[config.mk]
export PLATFORM = sky130hd
export DESIGN_NAME = vis_top
export DESIGN_NICKNAME = d
export VERILOG_FILES = /design/src/rtl/vis_pkg.sv /design/src/rtl/vis_len_check.sv /design/src/rtl/vis_step_cnt.sv /design/src/rtl/vis_addr_gen.sv /design/src/rtl/vis_top.sv
export SDC_FILE = /design/constraint.sdc
export NUM_CORES = 1
export LEC_CHECK = 0
export BUFFER_PORTS_ARGS = -buffer_cell sky130_fd_sc_hd__buf_2
export CORE_MARGIN = 5
export CORE_UTILIZATION = 58
export DETAILED_ROUTE_END_ITERATION = 10
export HOLD_SLACK_MARGIN = 0.12
export PLACE_DENSITY_LB_ADDON = 0.15
export SYNTH_ARGS = -nofsm -noshare
export SYNTH_HDL_FRONTEND = slang
export SYNTH_SLANG_ARGS = --single-unit
[constraint.sdc]
create_clock -name clk -period 5.11 [get_ports clk]
set_input_delay 0.2555 -clock clk [delete_from_list [all_inputs] [get_ports clk]]
set_output_delay 0.2555 -clock clk [all_outputs]
set_load 0.01 [all_outputs]
[src/rtl/vis_pkg.sv]
package vis_pkg;

    typedef enum logic [1:0] {
        ST_IDLE   = 2'd0,
        ST_RUN    = 2'd1,
        ST_LENERR = 2'd2
    } vis_state_e;

    typedef struct packed {
        logic linear;
        logic dbl;
        logic stride2;
    } vis_mode_t;

endpackage

[src/rtl/vis_len_check.sv]
module vis_len_check
    import vis_pkg::*;
#(
    parameter int LEN_W   = 4,
    parameter int SP_MAX  = 8,
    parameter int DP_MIN  = 2,
    parameter int DP_MAX  = 4,
    parameter int LIN_MAX = 15
) (
    input  vis_mode_t        mode,
    input  logic [LEN_W-1:0] len,
    output logic             ok
);

    always_comb begin
        if (mode.linear)
            ok = (len != '0) && (int'(len) <= LIN_MAX);
        else if (mode.dbl)
            ok = (int'(len) >= DP_MIN) && (int'(len) <= DP_MAX);
        else
            ok = (len != '0) && (int'(len) <= SP_MAX);
    end

endmodule

[src/rtl/vis_step_cnt.sv]
module vis_step_cnt #(
    parameter int LEN_W = 4
) (
    input  logic             clk,
    input  logic             rst_n,
    input  logic             clear,
    input  logic             advance,
    output logic [LEN_W-1:0] cnt
);

    always_ff @(posedge clk or negedge rst_n) begin
        if (!rst_n)
            cnt <= '0;
        else if (clear)
            cnt <= '0;
        else if (advance)
            cnt <= cnt + 1'b1;
    end

endmodule

[src/rtl/vis_addr_gen.sv]
module vis_addr_gen
    import vis_pkg::*;
#(
    parameter int REG_W    = 5,
    parameter int SP_OFF_W = 3,
    parameter int DP_OFF_W = 2,
    parameter int LEN_W    = 4
) (
    input  vis_mode_t        mode,
    input  logic [REG_W-1:0] base,
    input  logic [LEN_W-1:0] cnt,
    output logic [REG_W-1:0] idx,
    output logic             scalar
);

    localparam int STEP_W = LEN_W + 1;

    logic [STEP_W-1:0] step;
    logic [REG_W-1:0]  wrap_v   [2];
    logic              scalar_v [2];

    assign step = mode.stride2 ? {cnt, 1'b0} : {1'b0, cnt};

    // p = 0: single-precision banks, p = 1: double-precision banks
    for (genvar p = 0; p < 2; p++) begin : g_prec
        localparam int OW = (p == 1) ? DP_OFF_W : SP_OFF_W;
        // double banks ignore the set bit when deciding scalar
        localparam int HI = (p == 1) ? REG_W - 2 : REG_W - 1;
        logic [OW-1:0] off;
        assign off         = base[OW-1:0] + step[OW-1:0];
        assign wrap_v[p]   = {base[REG_W-1:OW], off};
        assign scalar_v[p] = (base[HI:OW] == '0);
    end

    always_comb begin
        scalar = scalar_v[mode.dbl];
        if (mode.linear)
            idx = base + REG_W'(cnt);
        else if (scalar)
            idx = base;
        else
            idx = wrap_v[mode.dbl];
    end

endmodule

[src/rtl/vis_top.sv]
module vis_top
    import vis_pkg::*;
#(
    parameter int REG_W    = 5,
    parameter int SP_OFF_W = 3,
    parameter int DP_OFF_W = 2,
    parameter int LEN_W    = 4,
    parameter int SP_MAX   = 8,
    parameter int DP_MIN   = 2,
    parameter int DP_MAX   = 4,
    parameter int LIN_MAX  = 15
) (
    input  logic             clk,
    input  logic             rst_n,
    input  logic             start_i,
    input  logic             prec_dbl_i,
    input  logic             linear_i,
    input  logic             stride_i,
    input  logic [REG_W-1:0] start_reg_i,
    input  logic [LEN_W-1:0] len_i,
    output logic [REG_W-1:0] idx_o,
    output logic             valid_o,
    output logic             done_o,
    output logic             len_err_o
);

    vis_state_e       state_q, state_d;
    vis_mode_t        mode_in, mode_q;
    logic [REG_W-1:0] base_q;
    logic [LEN_W-1:0] len_q;
    logic [LEN_W-1:0] cnt;
    logic [REG_W-1:0] gen_idx;
    logic             gen_scalar;
    logic             len_ok;
    logic             last;
    logic             accept;

    assign mode_in = '{linear: linear_i, dbl: prec_dbl_i, stride2: stride_i};

    vis_len_check #(
        .LEN_W(LEN_W), .SP_MAX(SP_MAX), .DP_MIN(DP_MIN),
        .DP_MAX(DP_MAX), .LIN_MAX(LIN_MAX)
    ) u_len (
        .mode(mode_in),
        .len (len_i),
        .ok  (len_ok)
    );

    assign last   = ({1'b0, cnt} + 1'b1) == {1'b0, len_q};
    assign accept = start_i && ((state_q == ST_IDLE) ||
                                (state_q == ST_RUN && last));

    vis_step_cnt #(.LEN_W(LEN_W)) u_cnt (
        .clk    (clk),
        .rst_n  (rst_n),
        .clear  (accept),
        .advance(state_q == ST_RUN),
        .cnt    (cnt)
    );

    vis_addr_gen #(
        .REG_W(REG_W), .SP_OFF_W(SP_OFF_W),
        .DP_OFF_W(DP_OFF_W), .LEN_W(LEN_W)
    ) u_gen (
        .mode  (mode_q),
        .base  (base_q),
        .cnt   (cnt),
        .idx   (gen_idx),
        .scalar(gen_scalar)
    );

    // configuration capture on an accepted start
    always_ff @(posedge clk or negedge rst_n) begin
        if (!rst_n) begin
            mode_q <= '0;
            base_q <= '0;
            len_q  <= '0;
        end else if (accept) begin
            mode_q <= mode_in;
            base_q <= start_reg_i;
            len_q  <= len_i;
        end
    end

    // next-state logic
    always_comb begin
        state_d = state_q;
        unique case (state_q)
            ST_IDLE: begin
                if (start_i)
                    state_d = len_ok ? ST_RUN : ST_LENERR;
            end
            ST_RUN: begin
                if (last) begin
                    if (start_i)
                        state_d = len_ok ? ST_RUN : ST_LENERR;
                    else
                        state_d = ST_IDLE;
                end
            end
            ST_LENERR: state_d = ST_IDLE;
            default:   state_d = ST_IDLE;
        endcase
    end

    // state register
    always_ff @(posedge clk or negedge rst_n) begin
        if (!rst_n)
            state_q <= ST_IDLE;
        else
            state_q <= state_d;
    end

    // outputs
    always_comb begin
        valid_o   = 1'b0;
        done_o    = 1'b0;
        len_err_o = 1'b0;
        idx_o     = '0;
        unique case (state_q)
            ST_IDLE: ;
            ST_RUN: begin
                valid_o = 1'b1;
                done_o  = last;
                idx_o   = gen_idx;
            end
            ST_LENERR: len_err_o = 1'b1;
            default: ;
        endcase
    end

endmodule

==> impl_metrics.yaml <==
global_routing:
  gr-max-usage-layer: "met2"
  global_route_track_usage_on_met2: 0.2956
  grt_start_max_net_pins: 19
  groute.layer.met1.usage: 0.2058
  first_global_vias: 938
  gr-usage-all-layers: 0.1681
  grt_antenna_before_repair: 0
  global_route_wire_length_before_repair_um: 4271
  gr-total-overflow: 0
  grt_use_met3: 0.02784
synth:
  synth_seq_area_share: 0.3696
  synth_top_family_by_area: "multiplexers"
  syn_area_per_cell_um2: 11.18
  post_synth_fa_ha_maj_area_fraction: 0.09446
  synthDistinctLibCells: 33
  mappedNetlistArea_um2: 1219
  yosysWarnings: 0
  muxShareOfSynthArea: 0.1930
  synth.top_cells.by_area: "sky130_fd_sc_hd__dfrtp_1, sky130_fd_sc_hd__mux2_4, sky130_fd_sc_hd__mux2_2"
  top_cell_type_by_total_area_after_synthesis: "sky130_fd_sc_hd__dfrtp_1"
  postSynthRegisterBits: 18
  synth_compound_gate_area_share: 0.1150
  mappedNetlistNets: 132
  post_synth_xor_area_fraction: 0.08624
  synth_largest_type_area_fraction: 0.3696
  postSynthCellCount: 109
  area_share_of_and_or_nand_nor_cells_after_synthesis: 0.1140
cells_and_area:
  final_net_count: 157
  layout_commonest_cell: "sky130_fd_sc_hd__buf_2"
  post-route-cell-area_um2: 1386
  post-route-util: 0.6995
  area.growth.synth_to_final_pct: 13.76
  layout-drive-gt1-share: 0.3383
  most-common-layout-cells: "sky130_fd_sc_hd__buf_2, sky130_fd_sc_hd__dfrtp_1, sky130_fd_sc_hd__nor2_1"
  antenna_cells_inserted: 0
  stdcell_count: 160
detailed_routing:
  number_of_drc_markers_after_the_initial_detailed_route_iteration: 17
  remaining_drcs: 0
  drt_wl_total_um: 2346
  number_of_vias_per_cell: 5.500
  routed_wire_length_per_instance_um: 14.66
  route.vias.total: 880
  drt_pre_antenna_iters: 4
  route.antenna.remaining_nets: 0
die:
  rows: 16
  fp.dieArea_um2: 3118
  fp.coreArea_um2: 1982
  die-height_um: 55.84
  boundaryPins: 23
  effective_utilization_at_floorplan: 0.6149
  fp.dieW_um: 55.84
worst_setup_path:
  worstPathArrival_ns: 2.37
  cp_top_family: "adder cells"
  crit-reg2reg-launch: "u_cnt.cnt[0]"
  cp_slowest_cell: "sky130_fd_sc_hd__dfrtp_1"
  crit-reg2reg-capture: "base_q[2]"
  worst_setup_path_class: "reg -> out"
  critical_path_peak_fanout: 9
  crit_start: "u_cnt.cnt[0]"
  delay_of_the_slowest_critical_path_stage_ns: 0.51
  critPathRequiredTime_ns: 4.85
  type_of_element_capturing_the_critical_path: "primary output"
  reg2reg_depth: 6
  setup.worst_path.start_class: "flip-flop"
  crit_path_cell_trace: "ha_1, fa_1, a21oi_1, nor2b_1, o21ai_0, xor2_1, nor2_1, buf_2"
  path_buf_inv: 1
  r2r_slack_ns: 2.85
power:
  power.net_switching_uw: 442.3
  total_power_draw_mw: 1.058
  power.combinational.fraction: 0.622
  power_density_nw_per_um2: 763.4
  clockPowerShare: 0.083
  ir_worst_vdd_uv: 553.3
  internal_power_uw: 615.9
  p_seq_frac: 0.295
  power.share.switching: 0.4180
  power.static_leakage_nw: 0.6749
sta:
  setup_viol: 0
  max_slew_margin: 0.6018
  fin_ws_ns: 2.481
  maxClockFrequency_mhz: 380.4
  transition_time_at_the_pin_with_the_least_slew_margin_ns: 0.5938
  timing.final.crit_share: 0.5144
  grt_setup_unrepaired: "false"
  holdWs_ns: 0.1834
  sum_of_negative_setup_slack_ns: 0
  timing_max_transition_violations_final: 0
  finalClockSkew_ns: 0.003008
  fin_crit_ns: 2.629
  final_hold_viol_count: 0
min_path:
  worst_hold_path.num_cells: 2
  terminating_pin_of_the_worst_hold_path: "base_q[4]"
  hold_path_class: "in -> reg"
  hold_path.startpoint: "start_reg_i[4]"
placed_design:
  placement.cell_area_um2: 1340
  placedCellCount: 155
  portbufs: 22
  routabilityCongestion: 0.8024
  hpwl_um: 1779
  dp_slack_ns: 2.833
clock_tree:
  cts_made_buffers: 3
  cts_num_sinks: 18
  cts_root_buffer: "sky130_fd_sc_hd__clkbuf_4"
  cts_max_path_buffers: 2
  clk_transition_reported_paths_ns: 0.10
  cts.repair_timing.setup_buffer_count: 0
  cts.htree.levels: 1
  worstSkewPairLatency_ns: 0.29
  cts_tree: "done"
outcome:
  outcome: "finished clean"
job:
  cap_viol_max_count: 0
## cells in the mapped netlist
| master | n |
|---|---|
| sky130_fd_sc_hd__dfrtp_1 | 18 |
| sky130_fd_sc_hd__nor2_1 | 11 |
| sky130_fd_sc_hd__mux2_2 | 8 |
| sky130_fd_sc_hd__mux2_4 | 7 |
| sky130_fd_sc_hd__xnor2_1 | 7 |
| sky130_fd_sc_hd__ha_1 | 6 |
| sky130_fd_sc_hd__a21oi_1 | 5 |
| sky130_fd_sc_hd__xor2_1 | 5 |
| sky130_fd_sc_hd__mux2i_1 | 4 |
| sky130_fd_sc_hd__nand2_1 | 4 |
| sky130_fd_sc_hd__inv_1 | 3 |
| sky130_fd_sc_hd__nor2b_1 | 3 |
| sky130_fd_sc_hd__o21ai_0 | 3 |
| sky130_fd_sc_hd__and2_1 | 2 |
| sky130_fd_sc_hd__clkbuf_1 | 2 |
| sky130_fd_sc_hd__fa_1 | 2 |
| sky130_fd_sc_hd__nand2b_1 | 2 |
| sky130_fd_sc_hd__nand3_1 | 2 |
| sky130_fd_sc_hd__a211oi_1 | 1 |
| sky130_fd_sc_hd__a21o_1 | 1 |
| sky130_fd_sc_hd__a21o_4 | 1 |
| sky130_fd_sc_hd__a221o_1 | 1 |
| sky130_fd_sc_hd__a22oi_1 | 1 |
| sky130_fd_sc_hd__a31o_2 | 1 |
| sky130_fd_sc_hd__a32o_1 | 1 |
| sky130_fd_sc_hd__buf_8 | 1 |
| sky130_fd_sc_hd__nor3_1 | 1 |
| sky130_fd_sc_hd__nor4_1 | 1 |
| sky130_fd_sc_hd__o2111ai_2 | 1 |
| sky130_fd_sc_hd__o211a_1 | 1 |
| sky130_fd_sc_hd__o221ai_1 | 1 |
| sky130_fd_sc_hd__or3b_1 | 1 |
| sky130_fd_sc_hd__or3b_2 | 1 |
## sequential cells by signal, summed over array words and instances, names as in the netlist
register   flops
base_q         5
len_q          4
u_cnt.cnt      4
mode_q         3
state_q        2
## worst max path at each step
stage / to / cells after the start
2_1_floorplan: idx_o[2] / 7
3_3_place_gp: idx_o[2] / 8
3_5_place_dp: idx_o[2] / 8
4_1_cts: idx_o[2] / 8
5_1_grt: idx_o[4] / 8
6_report: idx_o[4] / 8
## final cells by class
class | instances | area, um2
multi-input cells | 85 | 734.5
fillers | 152 | 595.6
flip-flops and latches | 18 | 450.4
repair buffers | 23 | 120.1
clock buffers | 4 | 36.28
well taps | 27 | 33.78
inverters | 3 | 11.26
## layer usage
metal	vias up	part of all wire	wire, um
met5	-	0	0
met4	0	0.0038	9
met3	2	0.041	97
met2	19	0.50	1184
met1	423	0.45	1054
li1	436	-	-
## power groups by stage
stage,combinational [mW],sequential (mW),clock [mW]
finish,0.658,0.312,0.0876
global route,0.737,0.323,0.0983
CTS,0.661,0.310,0.0919
floorplan,0.537,0.281,0
global placement,0.633,0.309,0
detailed placement,0.654,0.313,0
## logic make-up (layout without fill, tap and decap cells)
| group | count (synthesis) | after routing |
|---|---|---|
| AOI/OAI and AO/OA | 18 | 18 |
| xor gates and xnor gates | 12 | 12 |
| adders and majority gates | 8 | 8 |
| buffers and inverters | 6 | 30 |
| DFF | 18 | 18 |
| muxes | 19 | 19 |
| and+or+nand+nor | 28 | 28 |
## what timing repair did
item	in CTS	in global routing
endpoints found under the hold margin	18	0
resized for setup	0	0
hold buffers	1	0
Note: power is estimated with default switching activity, not from simulation.
